===== config.mk =====
export PLATFORM = sky130hd
export DESIGN_NAME = mac_irq_agg
export DESIGN_NICKNAME = d
export VERILOG_FILES = /design/src/rtl/mac_irq_pkg.sv /design/src/rtl/mac_irq_summary.sv /design/src/rtl/mac_irq_status.sv /design/src/rtl/mac_irq_line.sv /design/src/rtl/mac_irq_agg.sv
export SDC_FILE = /design/constraint.sdc
export NUM_CORES = 1
export LEC_CHECK = 0
export CAP_MARGIN = 10
export CORE_ASPECT_RATIO = 1.75
export CORE_MARGIN = 1.5
export CORE_UTILIZATION = 45
export CTS_CLUSTER_DIAMETER = 120
export CTS_CLUSTER_SIZE = 8
export DETAILED_ROUTE_END_ITERATION = 10
export PLACE_DENSITY = 0.83
export SLEW_MARGIN = 20
export SYNTH_ARGS = -nofsm -noshare
export SYNTH_HDL_FRONTEND = slang
export SYNTH_HIERARCHICAL = 1
export SYNTH_SLANG_ARGS = --single-unit
export TNS_END_PERCENT = 1

===== constraint.sdc =====
create_clock -name clk -period 4 [get_ports clk]
set_input_delay 1.2 -clock clk [delete_from_list [all_inputs] [get_ports clk]]
set_output_delay 1.2 -clock clk [all_outputs]
set_load 0.01 [all_outputs]

===== src/rtl/mac_irq_pkg.sv =====
package mac_irq_pkg;
    localparam int REG_W   = 32;
    localparam int N_HALF  = 2;            // index 0: receive, 1: transmit
    localparam int HALF_RX = 0;
    localparam int HALF_TX = 1;

    // Summary bit position of each half
    localparam int SUM_POS [N_HALF] = '{0, 16};

    // Sources that feed each half's summary (good/complete, descriptor unavailable, bus error)
    localparam logic [REG_W-1:0] SRC_MASK [N_HALF] = '{32'h0000_000E, 32'h000E_0000};

    localparam logic [REG_W-1:0] SUM_MASK = 32'h0001_0001;

    typedef enum logic {
        LINE_LOW  = 1'b0,
        LINE_HIGH = 1'b1
    } line_state_e;
endpackage


===== src/rtl/mac_irq_summary.sv =====
module mac_irq_summary
    import mac_irq_pkg::*;
#(
    parameter logic [REG_W-1:0] SOURCES = '0
) (
    input  logic [REG_W-1:0] stat_i,
    input  logic [REG_W-1:0] en_i,
    output logic             sum_o
);
    always_comb begin
        sum_o = |(stat_i & en_i & SOURCES);
    end
endmodule


===== src/rtl/mac_irq_status.sv =====
module mac_irq_status
    import mac_irq_pkg::*;
(
    input  logic             clk,
    input  logic             rst_n,
    input  logic             soft_rst,
    input  logic             wr_stat,
    input  logic             wr_en_reg,
    input  logic [REG_W-1:0] wr_data,
    input  logic [REG_W-1:0] evt_set,
    input  logic [N_HALF-1:0] sum_i,
    output logic [REG_W-1:0] stat_pre_o,
    output logic [REG_W-1:0] en_nx_o,
    output logic [REG_W-1:0] stat_q,
    output logic [REG_W-1:0] en_q
);
    logic [REG_W-1:0] clr_vec;
    logic [REG_W-1:0] stat_d;

    always_comb begin
        clr_vec = wr_stat ? wr_data : '0;
        if (soft_rst) begin
            stat_pre_o = '0;
            en_nx_o    = '0;
        end else begin
            // events are merged after the clear so a same-cycle event survives
            stat_pre_o = ((stat_q & ~clr_vec) | evt_set) & ~SUM_MASK;
            en_nx_o    = wr_en_reg ? wr_data : en_q;
        end
    end

    always_comb begin
        stat_d = stat_pre_o;
        for (int h = 0; h < N_HALF; h++) begin
            stat_d[SUM_POS[h]] = sum_i[h];
        end
    end

    always_ff @(posedge clk or negedge rst_n) begin
        if (!rst_n) begin
            stat_q <= '0;
            en_q   <= '0;
        end else begin
            stat_q <= stat_d;
            en_q   <= en_nx_o;
        end
    end

    // an event bit outside the summary positions is set after the edge, whatever was written
    a_r4_event_beats_clear: assert property (@(posedge clk) disable iff (!rst_n)
        !soft_rst |=> ((stat_q & $past(evt_set & ~SUM_MASK)) == $past(evt_set & ~SUM_MASK)));

    // bits written as one without a coincident event are clear after the edge
    a_r3_write_one_clears: assert property (@(posedge clk) disable iff (!rst_n)
        (wr_stat && !soft_rst) |=> ((stat_q & $past(wr_data & ~evt_set & ~SUM_MASK)) == '0));

    // soft reset empties both registers
    a_r9_soft_clears_regs: assert property (@(posedge clk) disable iff (!rst_n)
        soft_rst |=> (stat_q == '0 && en_q == '0));
endmodule


===== src/rtl/mac_irq_line.sv =====
module mac_irq_line
    import mac_irq_pkg::*;
(
    input  logic clk,
    input  logic rst_n,
    input  logic soft_rst,
    input  logic level_i,
    output logic irq_o
);
    line_state_e state_q, state_d;

    always_comb begin
        state_d = state_q;
        unique case (state_q)
            LINE_LOW:  if (level_i && !soft_rst) state_d = LINE_HIGH;
            LINE_HIGH: if (!level_i || soft_rst) state_d = LINE_LOW;
        endcase
    end

    always_ff @(posedge clk or negedge rst_n) begin
        if (!rst_n) state_q <= LINE_LOW;
        else        state_q <= state_d;
    end

    always_comb begin
        irq_o = (state_q == LINE_HIGH);
    end

    // the line shows the gated summary one edge later
    a_r8_line_follows_level: assert property (@(posedge clk) disable iff (!rst_n)
        !soft_rst |=> (irq_o == $past(level_i)));

    // soft reset forces the line low
    a_r9_soft_drops_line: assert property (@(posedge clk) disable iff (!rst_n)
        soft_rst |=> !irq_o);
endmodule


===== src/rtl/mac_irq_agg.sv =====
module mac_irq_agg
    import mac_irq_pkg::*;
#(
    parameter int DATA_W = REG_W
) (
    input  logic              clk,
    input  logic              rst_n,
    input  logic              soft_rst,
    input  logic              wr_en,
    input  logic              wr_sel,
    input  logic [DATA_W-1:0] wr_data,
    input  logic              rd_sel,
    output logic [DATA_W-1:0] rd_data,
    input  logic [DATA_W-1:0] evt_set,
    output logic              irq_tx,
    output logic              irq_rx
);
    logic [REG_W-1:0]  stat_pre, en_nx, stat_q, en_q;
    logic [N_HALF-1:0] sum_nx;
    logic [N_HALF-1:0] irq_vec;

    mac_irq_status u_status (
        .clk        (clk),
        .rst_n      (rst_n),
        .soft_rst   (soft_rst),
        .wr_stat    (wr_en && !wr_sel),
        .wr_en_reg  (wr_en && wr_sel),
        .wr_data    (wr_data),
        .evt_set    (evt_set),
        .sum_i      (sum_nx),
        .stat_pre_o (stat_pre),
        .en_nx_o    (en_nx),
        .stat_q     (stat_q),
        .en_q       (en_q)
    );

    for (genvar h = 0; h < N_HALF; h++) begin : g_half
        mac_irq_summary #(.SOURCES(SRC_MASK[h])) u_sum (
            .stat_i (stat_pre),
            .en_i   (en_nx),
            .sum_o  (sum_nx[h])
        );

        mac_irq_line u_line (
            .clk      (clk),
            .rst_n    (rst_n),
            .soft_rst (soft_rst),
            .level_i  (stat_q[SUM_POS[h]] & en_q[SUM_POS[h]]),
            .irq_o    (irq_vec[h])
        );
    end

    always_comb begin
        rd_data = rd_sel ? en_q : stat_q;
        irq_tx  = irq_vec[HALF_TX];
        irq_rx  = irq_vec[HALF_RX];
    end

    // stored TX summary matches its masked sources
    a_r6_tx_summary: assert property (@(posedge clk) disable iff (!rst_n)
        stat_q[SUM_POS[HALF_TX]] == |(stat_q & en_q & SRC_MASK[HALF_TX]));

    // stored RX summary matches its masked sources
    a_r7_rx_summary: assert property (@(posedge clk) disable iff (!rst_n)
        stat_q[SUM_POS[HALF_RX]] == |(stat_q & en_q & SRC_MASK[HALF_RX]));
endmodule


=== Word level (Yosys, flattened, before mapping) ===
Cells that the tools add are included.

* Register bits after elaboration: 66
* Input bits: 70
* Output and inout bits: 34
* Logic and storage cells: 35

* Multiplexer cells: 11
* Bitwise operators: 8
* Reduce and logical (&&, ||, !) cells: 12

{| class="wikitable"
|+ Operator list
! operator !! number
|-
| two-way mux 32 bit || 5
|-
| bitwise AND 32 bit || 1
|-
| inverter 32 bit || 1
|-
| OR 32 bit || 1
|-
| bitwise AND 20 bit || 1
|-
| OR reduction 3 bit || 2
|-
| logical AND 1 bit || 4
|-
| logical NOT 1 bit || 4
|-
| two-way mux 1 bit || 4
|-
| case mux 1 bit (2 select lines) || 2
|-
| bitwise AND 1 bit || 2
|-
| logical OR 1 bit || 2
|-
| inverter 1 bit || 2
|}

=== Depth between registers and ports, before layout ===
Gate-level depths: netlist of the first run.

* Depth in word-level cells: 9
* Gate-level depth with buffers: 7
* Mapped depth without buffers: 5

=== Hierarchy ===
The synthesis of the first run kept the hierarchy.

{| class="wikitable"
|+ Modules (own cells, without submodules)
! module !! times used !! cells an instance !! area each (µm²) !! seq. area each (µm²)
|-
| mac_irq_status || 1 || 235 || 2707.6 || 1601.5
|-
| mac_irq_agg || 1 || 40 || 569.3 || 0.0
|-
| mac_irq_line || 2 || 2 || 38.8 || 25.0
|-
| mac_irq_summary || 2 || 2 || 13.8 || 0.0
|}

=== Worst setup path after synthesis of the first run ===
Ideal clock, no wire load.

* Kind: input -> output
* Start: in rd_sel
* End: out rd_data[0]
* Data arrival time: 1.767 ns
* Data required time: 2.800 ns
* Setup slack: 1.033 ns
* Cell stages on the path: 3
* Path buffers: 2
* Cell sequence: buf_6 buf_12 mux2_4

* Longest elaborated chain between the ends: 1

{| class="wikitable"
|+ Ends and longest elaborated chain
! element !! line !! source
|-
| start, declared || mac_irq_agg.sv:12 || <nowiki>input logic rd_sel,</nowiki>
|-
| two-way mux 32 bit || mac_irq_agg.sv:54 || <nowiki>rd_data = rd_sel ? en_q : stat_q;</nowiki>
|-
| end, declared || mac_irq_agg.sv:13 || <nowiki>output logic [DATA_W-1:0] rd_data,</nowiki>
|}

No other way between the ends.

=== Worst setup path after layout of the first run ===
* Start: in rd_sel
* End: out rd_data[29]

The elaborated chain is that of the path after synthesis.

==> results of run 1 <==
==> path summary, 6_finish.rpt <==
path	from	slack, ps	cells past startpoint	to
min	u_status/en_q[25]$_DFF_PN0_	520	2	u_status/en_q[25]$_DFF_PN0_
min in group asynchronous	rst_n	860	1	u_status/stat_q[25]$_DFF_PN0_
max reg2reg	u_status/stat_q[1]$_DFF_PN0_	2860	4	u_status/stat_q[0]$_DFF_PN0_
min reg2reg	u_status/en_q[25]$_DFF_PN0_	520	2	u_status/en_q[25]$_DFF_PN0_
max	rd_sel	390	4	rd_data[29]
max in group asynchronous	rst_n	2210	2	u_status/en_q[18]$_DFF_PN0_
==> sequential cells by signal (all words and copies together), names as in the netlist <==
name                 count
u_status/stat_q         32
u_status/en_q           32
g_half.u_line/irq_o      2
==> stage by stage <==
stage	instance area (sq um)	worst slack [ps]	util [%]	hold WS (ps)	cells
final	4610	387	63.7	518	473
after detailed placement	4330	378	59.8	513	457
after floorplan	3360	1030	-	480	280
after global routing	4610	338	63.7	541	473
after global placement	4330	375	59.8	500	457
after CTS	4610	371	63.7	526	473
==> tightest hold or removal path, cell delays in order (launching register included) <==
cell,delay (ps)
dfrtp_1,340
mux2i_1,70
nor2_1,70
==> report_power, final <==
part	switching (mW)	leakage (nW)	internal (mW)
clock network	0.258	0.143	0.468
registers	0.0205	0.868	0.707
logic	0.126	1.15	0.176
total	0.405	2.16	1.35
==> layer usage <==
metal	routed length (microns)	part of all wire, %	global-route usage [%]	up-vias
met5	0	0	0	-
met4	195	2.6	9.75	0
met3	335	4.4	4.60	16
met2	4160	55	36.1	80
met1	2870	38	23.4	1201
li1	-	-	-	1169
==> final cells by class <==
cell class                 count  area [sq um]
fill                         573          2620
sequential                    66          1650
multi-input combinational    164          1380
timing repair buffer         109          1070
clock buffer                  14           274
inverter                      32           120
tap                           86           108
clock inverter                 2          10.0
==> qor.yml, run 1 <==
outcome:
  status: "finished clean"
hold_path:
  hp-class: "flop to flop"
timing:
  rsz0062_at_grt: "false"
  fin_crit_sh_pct: 90.3
  skew_ps: 3.49
  drv_slew: 0
  min_period_ps: 3610
  slew_headroom_pct: 58.9
  worst_pin_slew_ps: 614
  fmax_ghz: 0.277
  finalSetupTns_ps: 0
  setup_viol: 0
  finalHoldViolations: 0
critical_path:
  cp_num_buf_inv: 3
  critical_path.top_delay_family: "buffers and inverters"
  cp.arrival_ps: 2410
  cp.required_ps: 2800
  cp_slowest_stage_delay_ps: 480
  critPathSlowestCell: "clkdlybuf4s50_1"
  crit_chain: "buf_2, buf_12, mux2_2, clkdlybuf4s50_1"
  path_max_fanout: 32
  critPathKind: "primary input to output pin"
  cp-end-kind: "output pin"
  startpoint_type: "primary input"
yosys:
  ys_warn_count: 6
  syn-num-nets: 350
  syn_inst: 280
  synthesis.area_sq_um: 3360
  syn-mean-instance-area_sq_um: 12.0
clock_network:
  cts_tree: "done"
  cts_setup_buffers: 0
  cts.sinks: 66
  cts_root_buffer: "clkbuf_16"
  clock_path_buffers: 2
  clk_pin_slew_ps: 50
  cts-htree-levels: 3
  postCtsResizedCells: 0
  postCtsHoldBufs: 0
  cts_made_buffers: 9
  clk_latency_ps: 320
grt:
  antenna_found_initial: 0
  grt.overflow.total: 0
  grt_pass1_vias: 2695
  grt_start_max_net_pins: 43
  grt_pass1_wl_microns: 12500
  track_usage_pct: 20.9
cells_and_area:
  antenna_cells: 0
  layout_commonest_cell: "clkdlybuf4s50_1"
  fin_nets: 452
  final_cell_mix: "98 x clkdlybuf4s50_1, 66 x dfrtp_1, 62 x nor2_1"
  drive_gt1_share_pct: 16.3
  area_growth_pct: 37.1
detailed_routing:
  drt_pass1_iterations: 6
  wire_per_inst_microns: 16.0
  drt_iter0_drc: 178
  antenna_left: 0
  via_per_inst: 5.21
  finalWirelength_microns: 7560
  drc: 0
  via_count: 2466
pwr:
  power.leakage_nw: 2.16
  power_mw: 1.76
  ir_drop_mv: 0.267
  p_per_area_nw_per_um2: 381
die:
  rows: 41
  die_y_microns: 117
  die_x_microns: 68.4
  start_util_pct: 46.5
  design.die.area_sq_um: 8020
  io-pin-count: 104
  core-area_sq_um: 7230
placed_design:
  io_buffers: 101
  gp_congestion: 0.801
  post-dp-hpwl_microns: 5400
run:
  max-cap-violations: 0
(Power assumes the default switching activity.)
==> run 2, diff against run 1 <==
PLACE_DENSITY = 0.88   (was 0.83)
==> run 2 against run 1 <==
  * Global-route usage fell by 0.19 points
  * Clock skew is essentially flat
  * Fmax shrank 0.12%
  * Clock-buffer cell count unchanged
  * Critical endpoint is now rd_data[31]
  * Cell area decreased by 0.98%
  * Largest cell class unchanged
==> qor.yml, run 2 (same netlist as run 1, synthesis figures left out) <==
detailed_routing:
  via_count: 2510  # +1.8%
  finalWirelength_microns: 7650  # +1.2%
  drt_iter0_drc: 188  # +5.6%
  wire_per_inst_microns: 16.3  # +2.0%
  antenna_left: 0  # unchanged
  via_per_inst: 5.35  # +2.7%
  drt_pass1_iterations: 5  # -1
  drc: 0  # unchanged
critical_path:
  crit_start: "rd_sel"
  cp-end-kind: "output pin"
  critPathKind: "primary input to output pin"
  cp.required_ps: 2800  # about the same
  startpoint_type: "primary input"
  cp.arrival_ps: 2420  # about the same
  path_max_fanout: 32  # unchanged
  critPathSlowestCell: "clkdlybuf4s50_1"
  crit_chain: "buf_2, buf_12, mux2_2, clkdlybuf4s50_1"
  r2r_start: "u_status/stat_q[17]$_DFF_PN0_"
  cp_num_buf_inv: 3  # unchanged
  cp_slowest_stage_delay_ps: 480  # about the same
  critical_path.top_delay_family: "buffers and inverters"
hold_path:
  hp-class: "flop to flop"
  worstHoldStart: "u_status/en_q[20]$_DFF_PN0_"
die:
  die_y_microns: 117  # unchanged
  io-pin-count: 104  # unchanged
  rows: 41  # unchanged
  die_x_microns: 68.4  # unchanged
  core-area_sq_um: 7230  # unchanged
  design.die.area_sq_um: 8020  # unchanged
  start_util_pct: 46.5  # unchanged
placed_design:
  postPlaceCellArea_sq_um: 4310  # -0.35%
  post-dp-hpwl_microns: 5390  # about the same
  place_inst: 455  # -0.44%
  io_buffers: 101  # unchanged
  gp_congestion: 0.784  # -2.1%
timing:
  rsz0062_at_grt: "false"
  skew_ps: 3.60  # +0.101 ps
  min_period_ps: 3620  # +4.43 ps
  setup_viol: 0  # unchanged
  fin_crit_sh_pct: 90.4  # +0.11 points
  fmax_ghz: 0.276  # -0.12%
  worst_pin_slew_ps: 860  # +246 ps
  drv_slew: 0  # unchanged
  finalHoldViolations: 0  # unchanged
  finalSetupTns_ps: 0  # unchanged
  slew_headroom_pct: 42.6  # -16 points
cells_and_area:
  final_cell_mix: "98 x clkdlybuf4s50_1, 66 x dfrtp_1, 62 x nor2_1"
  area_growth_pct: 35.7
  fin_area_sq_um: 4560  # -0.98%
  fin_cells: 469  # -0.85%
  fill_cells: 557  # -2.8%
  layout_commonest_cell: "clkdlybuf4s50_1"
  drive_gt1_share_pct: 14.9  # -1.4 points
  antenna_cells: 0  # unchanged
  fin_nets: 450  # -0.44%
clock_network:
  postCtsResizedCells: 0  # unchanged
  postCtsHoldBufs: 0  # unchanged
  cts_made_buffers: 9  # unchanged
  clk_latency_ps: 320  # about the same
  cts-htree-levels: 3  # unchanged
  cts_setup_buffers: 0  # unchanged
  clk_pin_slew_ps: 50  # about the same
  cts_tree: "done"
  cts_root_buffer: "clkbuf_16"
  cts.sinks: 66  # unchanged
  clock_path_buffers: 2  # unchanged
run:
  max-cap-violations: 0  # unchanged
grt:
  track_usage_pct: 20.7  # -0.19 points
  antenna_found_initial: 0  # unchanged
  grt_pass1_vias: 2629  # -2.4%
  grt_start_max_net_pins: 40  # -7.0%
  grt_pass1_wl_microns: 12400  # -0.77%
  grt.overflow.total: 0  # unchanged
pwr:
  power.leakage_nw: 2.13  # -1.4%
  p_per_area_nw_per_um2: 374  # -1.8%
  ir_drop_mv: 0.292  # +9.4%
outcome:
  status: "finished clean"
[run 2: final cells by class]
class | instances | area [sq um] | area share (%)
timing repair buffer | 107 | 1050 | 23.1
multi-input combinational | 164 | 1380 | 30.2
sequential | 66 | 1650 | 36.2
clock buffer | 14 | 254 | 5.56
inverter | 32 | 120 | 2.63
tap | 86 | 108 | 2.36
[run 2: routing by layer]
| layer | track usage, % | up-vias | wire length (microns) |
|---|---|---|---|
| met5 | 0 | - | 0 |
| met4 | 9.88 | 0 | 204 |
| met3 | 3.45 | 16 | 293 |
| met2 | 35.4 | 88 | 4160 |
| met1 | 24.2 | 1240 | 2990 |
| li1 | - | 1166 | - |
[run 2: report_power, final]
group          switching, mW  total, mW  internal [mW]
clock                  0.248      0.677          0.429
combinational          0.126      0.301          0.175
sequential            0.0210      0.729          0.708
total                  0.395       1.71           1.31
[run 2: final timing paths]
check	end	slack, ps	cells after the start
worst max-delay path	rd_data[31]	380	4
worst min-delay path	u_status/en_q[20]$_DFF_PN0_	520	2
worst max register to register	u_status/stat_q[16]$_DFF_PN0_	2760	4
worst min register to register	u_status/en_q[20]$_DFF_PN0_	520	2
max in group asynchronous	u_status/stat_q[25]$_DFF_PN0_	2110	2
min in group asynchronous	u_status/stat_q[27]$_DFF_PN0_	990	1
[run 2: per-stage QoR]
step                      utilization (%)  hold WS (ps)  setup WS (ps)  power (mW)
after floorplan                         -           480           1030       0.892
after global placement               59.6           497            382        1.03
after detailed placement             59.6           515            374        1.04
after CTS                            63.1           526            369        1.73
after global routing                 63.1           545            334        1.78
final                                63.1           520            382        1.71
[run 2: worst register-to-register path, stage by stage, from the launching register on]
cell and delay, ps:
dfrtp_1 390, nor2_1 150, a311oi_1 90, a222oi_1 410, inv_1 80
==> run 3, diff against run 2 <==
PLACE_DENSITY = 0.74   (was 0.88)
clock period = 4.7 ns   (was 4 ns; I/O delays follow)
==> run 3 against run 2 <==
  * Flip-flop and latch count unchanged
  * Largest power group is now the clock network
  * Cell area increased by 1.3%
  * Clock power decreased by 1%
  * Worst hold slack improved by 0.75 ps
  * Global-route usage decreased by 0.60 points
  * Register-to-register slack improved by 720 ps
  * Sequential power decreased by 15%
  * Power decreased by 9.4%
  * Critical path depth unchanged
==> qor.yml, run 3 (same netlist as run 1, synthesis figures left out) <==
clock_network:
  cts-htree-levels: 3  # unchanged
  cts_tree: "done"
  cts.sinks: 66  # unchanged
  clk_pin_slew_ps: 50  # about the same
  postCtsResizedCells: 0  # unchanged
  postCtsHoldBufs: 0  # unchanged
  cts_setup_buffers: 0  # unchanged
  cts_made_buffers: 9  # unchanged
  cts_root_buffer: "clkbuf_16"
  clock_path_buffers: 2  # unchanged
  clk_latency_ps: 330  # about the same
timing:
  drv_slew: 0  # unchanged
  layout_setup_ws_ps: 670  # +288 ps
  finalSetupTns_ps: 0  # unchanged
  fin_crit_sh_pct: 85.8
  min_period_ps: 4030
  slew_headroom_pct: 43.7  # +1.0 points
  worst_pin_slew_ps: 845  # -15.4 ps
  fmax_ghz: 0.248
  hold_slack_ps: 521  # +0.752 ps
  skew_ps: 6.06  # +2.47 ps
  rsz0062_at_grt: "false"
  setup_viol: 0  # unchanged
  finalHoldViolations: 0  # unchanged
grt:
  grt.overflow.total: 0  # unchanged
  grt_pass1_wl_microns: 12000  # -3.7%
  grt_start_max_net_pins: 44  # +10%
  antenna_found_initial: 0  # unchanged
  track_usage_pct: 20.2  # -0.60 points
  grt_pass1_vias: 2577  # -2.0%
detailed_routing:
  finalWirelength_microns: 7350  # -3.9%
  wire_per_inst_microns: 15.6  # -4.3%
  via_per_inst: 5.28  # -1.3%
  via_count: 2487  # -0.92%
  antenna_left: 0  # unchanged
  drc: 0  # unchanged
  drt_pass1_iterations: 4  # -1
  drt_iter0_drc: 156  # -17%
cells_and_area:
  final_cell_mix: "98 x clkdlybuf4s50_1, 66 x dfrtp_1, 62 x nor2_1"
  fin_area_sq_um: 4620  # +1.3%
  antenna_cells: 0  # unchanged
  layout_commonest_cell: "clkdlybuf4s50_1"
  fin_nets: 451  # +0.22%
  area_growth_pct: 37.5
  drive_gt1_share_pct: 16.1  # +1.2 points
die:
  rows: 41  # unchanged
  design.die.area_sq_um: 8020  # unchanged
  start_util_pct: 46.5  # unchanged
  die_x_microns: 68.4  # unchanged
  io-pin-count: 104  # unchanged
  core-area_sq_um: 7230  # unchanged
  die_y_microns: 117  # unchanged
outcome:
  status: "finished clean"
placed_design:
  io_buffers: 101  # unchanged
  post-place-ws_ps: 660  # +285 ps
  postPlaceCellArea_sq_um: 4320  # +0.17%
  post-dp-hpwl_microns: 5130  # -4.8%
  gp_congestion: 0.801  # +2.2%
pwr:
  intPower_mw: 1.20  # -8.4%
  p_per_area_nw_per_um2: 334  # -11%
  power_frac_comb_pct: 16.6  # -1.0 points
  ir_drop_mv: 0.241  # -18%
  power_switching_share_pct: 22.3  # -0.85 points
  power.leakage_nw: 2.17  # +1.6%
  clkPwrFrac_pct: 43.3  # +3.6 points
  power_mw: 1.55  # -9.4%
  seqPwrFrac_pct: 40.1  # -2.6 points
  power_switching_mw: 0.345  # -13%
critical_path:
  critPathKind: "primary input to output pin"
  startpoint_type: "primary input"
  cp.required_ps: 3290  # +490 ps
  path_max_fanout: 32  # unchanged
  cp.arrival_ps: 2620  # +200 ps
  cp-end-kind: "output pin"
run:
  max-cap-violations: 0  # unchanged
hold_path:
  hp-class: "flop to flop"
-- run 3: cell types whose count changed in the layout (fill, tap and decap cells not counted) --
cell       delta
clkbuf_1      -3
clkbuf_8      +2
buf_4         +1
bufinv_16     +1
clkinv_2      +1
-- run 3: layout make-up --
type                    count  area, sq um
clock buffers              13          270
repair buffers            108         1060
fillers                   592         2610
multi-input cells         164         1380
well taps                  86          108
flip-flops and latches     66         1650
clock inverters             2         35.0
inverters                  32          120
-- run 3: power by group through the flow --
stage / logic, mW / registers (mW) / clock network [mW]
after floorplan: 0.136 / 0.624 / 0
after global placement: 0.254 / 0.626 / 0
after detailed placement: 0.258 / 0.629 / 0
after CTS: 0.259 / 0.620 / 0.685
after global routing: 0.278 / 0.623 / 0.712
final: 0.256 / 0.620 / 0.670
-- run 3: metrics by stage --
step                      cells  util (%)
after floorplan             280         -
after global placement      456      59.7
after detailed placement    456      59.7
after CTS                   471      63.9
after global routing        471      63.9
final                       471      63.9
-- run 3: final timing paths --
path | startpoint | to | slack, ps | depth (start not counted)
worst max-delay path | rd_sel | rd_data[29] | 670 | 4
worst min-delay path | u_status/en_q[10]$_DFF_PN0_ | u_status/en_q[10]$_DFF_PN0_ | 520 | 2
worst max register to register | u_status/stat_q[17]$_DFF_PN0_ | u_status/stat_q[16]$_DFF_PN0_ | 3480 | 4
worst min register to register | u_status/en_q[10]$_DFF_PN0_ | u_status/en_q[10]$_DFF_PN0_ | 520 | 2
max in group asynchronous | rst_n | u_status/stat_q[17]$_DFF_PN0_ | 2620 | 2
min in group asynchronous | rst_n | u_status/stat_q[25]$_DFF_PN0_ | 1190 | 1
-- run 3: per-layer routing --
metal	track usage (%)	part of all wire, %
met1	23.8	38
met5	0	0
met3	5.66	5.6
met2	32.9	54
met4	9.00	1.6
-- run 3: critical path, stage by stage --
cell,delay [ps]
buf_2,100
buf_12,260
mux2_2,370
clkdlybuf4s50_1,480
